$ cat src/rtl/sr_wprot_ctrl.sv
module sr_wprot_ctrl #(
  parameter int SECT_BITS = 8
) (
  input  logic                 clk,
  input  logic                 rst_n,
  input  logic                 wp_n,
  input  logic                 wel,
  input  logic                 cmd_valid,
  input  logic [2:0]           cmd_kind,
  input  logic [SECT_BITS-1:0] cmd_sector,
  input  logic [5:0]           prot_wdata,
  output logic                 cmd_go,
  output logic                 cmd_deny,
  output logic [5:0]           prot_q
);
  localparam int CW = SECT_BITS + 1;
  localparam int NSECT = 1 << SECT_BITS;
  localparam logic [2:0] K_PROG = 3'd1, K_SSE = 3'd2, K_SE = 3'd3, K_BE = 3'd4, K_WSR = 3'd5;

  wire       lock_bit = prot_q[5];
  wire       bottom   = prot_q[4];
  wire [3:0] level    = prot_q[3:0];

  logic [CW-1:0] span;
  always_comb begin
    if (level == 4'd0)
      span = '0;
    else if (int'(level) > SECT_BITS)
      span = CW'(NSECT);
    else
      span = CW'(1) << (level - 4'd1);
  end

  wire [CW-1:0] sec_w   = {1'b0, cmd_sector};
  wire          hit     = bottom ? (sec_w < span) : (sec_w >= CW'(NSECT) - span);
  wire          hw_mode = !wp_n && lock_bit;

  wire is_area  = (cmd_kind == K_PROG) || (cmd_kind == K_SSE) || (cmd_kind == K_SE);
  wire is_bulk  = (cmd_kind == K_BE);
  wire is_wsr   = (cmd_kind == K_WSR);
  wire checked  = is_area || is_bulk || is_wsr;

  wire allow = wel && ((is_area && !hit) ||
                       (is_bulk && level == 4'd0) ||
                       (is_wsr && !hw_mode));

  always_ff @(posedge clk or negedge rst_n) begin
    if (!rst_n) begin
      cmd_go   <= 1'b0;
      cmd_deny <= 1'b0;
      prot_q   <= '0;
    end else begin
      cmd_go   <= cmd_valid && checked && allow;
      cmd_deny <= cmd_valid && checked && !allow;
      if (cmd_valid && is_wsr && allow)
        prot_q <= prot_wdata;
    end
  end
endmodule

$ cat config.mk
export PLATFORM = sky130hd
export DESIGN_NAME = sr_wprot_ctrl
export DESIGN_NICKNAME = d
export VERILOG_FILES = /design/src/rtl/sr_wprot_ctrl.sv
export SDC_FILE = /design/constraint.sdc
export NUM_CORES = 1
export LEC_CHECK = 0
export BUFFER_PORTS_ARGS = -buffer_cell sky130_fd_sc_hd__buf_2
export CAP_MARGIN = 10
export CORE_MARGIN = 1.5
export CORE_UTILIZATION = 45
export DETAILED_ROUTE_END_ITERATION = 16
export PLACE_DENSITY_LB_ADDON = 0.25
export REMOVE_ABC_BUFFERS = 1
export SLEW_MARGIN = 20
export SYNTH_ARGS = -nofsm -noshare
export SYNTH_HDL_FRONTEND = slang
export SYNTH_SLANG_ARGS = --single-unit
$ cat constraint.sdc
create_clock -name clk -period 4.1 [get_ports clk]
set_clock_uncertainty 0.15 [all_clocks]
set_input_delay 0.82 -clock clk [delete_from_list [all_inputs] [get_ports clk]]
set_output_delay 0.82 -clock clk [all_outputs]
set_load 0.02 [all_outputs]
==> results.tsv, run 1 <==
metric	value	unit
outcome	completed	
cts-root-buf	clkbuf_4	
overflow	0	
core_area	0.001942	mm2
htreeDepth	1	
n_fill_cell	203	
r2r_setup_slack	0.79	ns
setup_viol	0	
synthCells	107	
synth_top_area_share	21.83	%
rows	16	
syn_area	917.1	um2
ir_drop	441.6	uV
clock_sinks	8	
final_max_slew_viol_count	0	
slew_headroom	70.23	%
post_cts_buffers	0	
crit_arrival	3.29	ns
grt_pass1_wl	3249	um
finalInstanceArea	0.001091	mm2
min_period_over_period	80.63	%
place_hpwl	1797	um
async_reset_ff_share	100.0	%
dr.pass1.iters	2	
place.gp.congestion	0.8575	
die_w	48.15	um
rr_startpoint	prot_q[1]	
p_leak	0.5260	nW
synthDistinctLibCells	35	
cp_max_fo	13	
cp-start-kind	flip-flop	
nNetsFinal	174	
drv_cap	0	
synth_top_flop_cell	dfrtp_1	
min_path_type	in2async	
reg2reg_to	prot_q[5]	
ant_nets	0	
period_needed	3.306	ns
io_buffers	29	
placed_area	0.001069	mm2
clk_latency	0.25	ns
die_area	0.002318	mm2
vias	872	
antenna_found_initial	0	
cts_resized	0	
netlist_top_cells_area	dfrtp_1 22%, ha_1 22%, mux2_2 7.4%	
die_h	48.15	um
drt_iter0_drc	14	
final-hold-violation-count	0	
clk_pin_slew	0.06	ns
n_antenna_cell	0	
cts_hold_buf	0	
yosys.area.top_type	dfrtp_1	
fmax	302.5	MHz
end_kind	flip-flop	
grt_pass1_vias	776	
postSynthRegisterBits	8	
cts_buffer_depth	2	
vias_per_cell	5.416	
initial_core_util	47.23	%
synth_edf_count	0	
ys_seq_area_share	21.83	%
fin_tns_setup	0	ns
wl_per_cell	13.20	um
cp.required	4.08	ns
wl	2126	um
synth.avg_cell_area	8.571	um2
tightestPinTransition	0.4466	ns
synthToLayoutAreaGrowth	18.96	%
drive_gt1_share	29.85	%
worstSetupPathType	reg2reg	
cts_made_buffers	3	
rsz0062_at_grt	false	
grt_usage	20.18	%
rr_worst_depth	12	
tritoncts	built	
grt_start_max_net_pins	15	
drc	0	
yosysWarnings	0	
io_pins	30	
powerDensity	583.4	mW/mm2
metrics by stage:
step	power [mW]	util, %	worst slack, ns	hold slack (ns)	instances
2_1_floorplan	0.4604	-	1.097	0.3744	102
3_3_place_gp	0.5637	55.03	0.8725	0.3899	158
3_5_place_dp	0.5807	55.03	0.8670	0.4184	158
4_1_cts	0.6428	56.19	0.8397	0.2471	161
5_1_grt	0.7061	56.19	0.6337	0.2440	161
6_report	0.6365	56.19	0.7940	0.2413	161
Yosys cell counts (2+ instances only):
| master | instances |
|---|---|
| o21ai_0 | 6 |
| mux2_2 | 6 |
| a21o_1 | 2 |
| nand3_1 | 2 |
| a31oi_1 | 3 |
| nor3_1 | 2 |
| ha_1 | 16 |
| clkbuf_1 | 2 |
| nand3b_1 | 2 |
| a21oi_1 | 6 |
| xnor2_1 | 2 |
| dfrtp_1 | 8 |
| nor2b_1 | 7 |
| inv_1 | 3 |
| nor4_1 | 2 |
| nand2b_1 | 2 |
| nor2_1 | 9 |
| nand2_1 | 10 |
placed cells by master (no fill, tap or decap), drive strengths merged, types with 2 or more instances in the layout:
cell type / synthesis / layout
a21o: 2 / 2
a21oi: 6 / 6
a31oi: 3 / 3
buf: 2 / 29
clkbuf: 3 / 3
dfrtp: 8 / 8
ha: 16 / 16
inv: 3 / 3
mux2: 6 / 6
nand2: 10 / 10
nand2b: 2 / 2
nand3: 2 / 2
nand3b: 2 / 2
nor2: 9 / 9
nor2b: 7 / 7
nor3: 2 / 2
nor4: 2 / 2
o21ai: 6 / 6
xnor2: 2 / 2
worst max path at each step:
stage | from | endpoint | slack (ns) | cells after the start
3_5_place_dp | prot_q[1] | prot_q[5] | 0.87 | 12
2_1_floorplan | prot_q[1] | prot_q[0] | 1.10 | 12
5_1_grt | prot_q[1] | prot_q[5] | 0.63 | 12
4_1_cts | prot_q[1] | prot_q[5] | 0.84 | 12
6_report | prot_q[1] | prot_q[5] | 0.79 | 12
3_3_place_gp | prot_q[1] | prot_q[1] | 0.87 | 12
state kept, by name (all words and copies together), names as in the netlist:
name,count
cmd_deny,1
prot_q,6
cmd_go,1
where the power goes:
part / total (mW) / leakage (nW) / switching [mW] / internal (mW)
combinational: 0.419 / 0.408 / 0.229 / 0.190
sequential: 0.158 / 0.104 / 0.0544 / 0.104
clock: 0.0595 / 0.0138 / 0.0260 / 0.0334
cell families (layout without fill, tap and decap cells):
family	after synthesis	count (layout)	share of synthesized area [%]
buf+inv	8	35	4.228
flops	8	8	21.83
compound gates	26	26	19.78
simple gates	41	41	23.06
mux	6	6	7.366
xor+xnor	2	2	1.910
fa+ha+maj	16	16	21.83
worst max-delay path, stage by stage (launching register included):
cell,delay (ns)
dfrtp_1,0.54
nor2b_1,0.26
nand2_1,0.12
ha_1,0.29
o21ai_0,0.10
o21ai_0,0.11
ha_1,0.32
nand2_1,0.05
o21ai_0,0.18
o21bai_1,0.14
a31oi_1,0.18
o31ai_4,0.37
mux2_2,0.38
area by class of cell:
cell class	count	area (um2)	share of cell area, %
tap	27	33.78	3.096
clock buffer	3	22.52	2.064
inverter	3	11.26	1.032
multi-input combinational	91	678.2	62.16
sequential	8	200.2	18.35
timing repair buffer	29	145.1	13.30
layer usage:
| metal | track usage [%] | wire [um] | share of wire (%) |
|---|---|---|---|
| met5 | 0 | 0 | 0 |
| met4 | 1.622 | 8 | 0.38 |
| met3 | 5.185 | 104 | 4.9 |
| met2 | 37.11 | 1100 | 52 |
| met1 | 24.38 | 913 | 43 |
(Power assumes the default switching activity.)
==> run 2: changes to the inputs <==
==> constraint.sdc (replaced) <==
create_clock -name clk -period 3 [get_ports clk]
set_clock_uncertainty 0.15 [all_clocks]
set_input_delay 0.6 -clock clk [delete_from_list [all_inputs] [get_ports clk]]
set_output_delay 0.6 -clock clk [all_outputs]
set_load 0.02 [all_outputs]
==> results.tsv, run 2 (synthesis gave the netlist of run 1 again) <==
metric	value	unit
outcome	finished with violations	
violations	negative setup slack	
slew_headroom	74.16	%
largest_register	prot_q	
min_path_type	in2async	
powerDensity	859.9	mW/mm2
largest_reg_flops	6	
initial_core_util	47.23	%
ir_drop	618.1	uV
end_kind	flip-flop	
grt_start_max_net_pins	14	
drv_cap	0	
crit_arrival	3.04	ns
grt_pass1_vias	850	
io_buffers	29	
cts-root-buf	clkbuf_4	
die_w	48.15	um
cts_made_buffers	3	
synthToLayoutAreaGrowth	34.93	%
fmax	326.5	MHz
setup_ws	-0.06248	ns
drc	0	
n_antenna_cell	0	
place.gp.congestion	0.8601	
finalPower	1.064	mW
p_leak	0.5941	nW
place_hpwl	1800	um
wl_per_cell	13.74	um
io_pins	30	
drt_iter0_drc	14	
dr.pass1.iters	4	
grt_pass1_wl	3470	um
final-hold-violation-count	0	
die_area	0.002318	mm2
worstSetupPathType	reg2reg	
cts_buffer_depth	2	
clk_pin_slew	0.05	ns
grt_usage	21.93	%
period_needed	3.062	ns
wl	2364	um
rows	16	
min_period_over_period	102.1	%
clock_sinks	8	
cts_hold_buf	0	
antenna_found_initial	0	
utilization	63.72	%
final_max_slew_viol_count	0	
htreeDepth	1	
core_area	0.001942	mm2
nNetsFinal	185	
vias_per_cell	5.471	
tightestPinTransition	0.3876	ns
placed_area	0.001144	mm2
layout_commonest_cell	buf_2	
cp-start-kind	flip-flop	
vias	941	
layout_common_cells	29 x buf_2, 15 x ha_1, 11 x buf_4	
finalInstanceArea	0.001237	mm2
dp_slack	0.04742	ns
drive_gt1_share	42.76	%
setup_viol	6	
ant_nets	0	
overflow	0	
reg.largest.list	prot_q: 6 flops, cmd_deny: 1 flops, cmd_go: 1 flops	
tritoncts	built	
cp.required	2.98	ns
fin_tns_setup	-0.3367	ns
cp_max_fo	6	
die_h	48.15	um
clk_latency	0.25	ns
run 2: changes by cell type in the layout (fill, tap and decap cells not counted), moves of 2 or more:
cell,previous run,this run
nand2_2,0,2
buf_4,0,11
nor2b_1,7,5
nand2_1,10,8
run 2: path summary, 6_finish.rpt:
| kind | start | end | slack (ns) | cells after the start |
|---|---|---|---|---|
| max | prot_q[1] | prot_q[3] | -0.06 | 13 |
| min | rst_n | prot_q[0] | 0.03 | 1 |
| max reg2reg | prot_q[1] | prot_q[3] | -0.06 | 13 |
| min reg2reg | prot_q[5] | prot_q[5] | 0.40 | 1 |
| max in group asynchronous | rst_n | prot_q[1] | 2.49 | 1 |
| min in group clk | prot_q[5] | prot_q[5] | 0.40 | 1 |
run 2: critical path: stages (launching register included):
cell and delay, ns:
dfrtp_2 0.41, nor2b_2 0.20, nand2_2 0.10, ha_4 0.19, o21ai_0 0.10, o21ai_0 0.13
ha_1 0.33, nand2_1 0.07, o21ai_0 0.22, o21bai_2 0.19, a31oi_4 0.12, o31ai_4 0.22
buf_4 0.19, mux2_2 0.33
run 2: what timing repair did:
| action | 4_1_cts | 5_1_grt |
|---|---|---|
| gates resized for setup | 0 | 15 |
| buffers inserted | 0 | 1 |
| endpoints found under the setup margin | 0 | 7 |
run 2: power breakdown:
| group | leakage (nW) | internal [mW] | switching [mW] |
|---|---|---|---|
| logic | 0.478 | 0.369 | 0.438 |
| clock network | 0.0138 | 0.0456 | 0.0342 |
| registers | 0.103 | 0.143 | 0.0334 |
run 2: metal layers:
layer  track usage, %  wire length, um  vias up
li1                 -                -      473
met1            27.63             1050      442
met4            9.730               19        0
met5                0                0        -
met3            2.222               72        2
met2            37.63             1221       24
run 2: layout make-up:
type | count | area [um2]
clock buffers | 3 | 22.52
fillers | 187 | 704.4
inverters | 3 | 11.26
multi-input cells | 91 | 740.7
flip-flops and latches | 8 | 201.4
well taps | 27 | 33.78
repair buffers | 40 | 227.7
run 2: through the flow:
stage                     hold slack (ns)  instances
after floorplan                    0.1544        102
after global placement             0.2926        168
after detailed placement           0.3009        168
after CTS                         0.02832        171
after global routing              0.03155        172
final                             0.03121        172
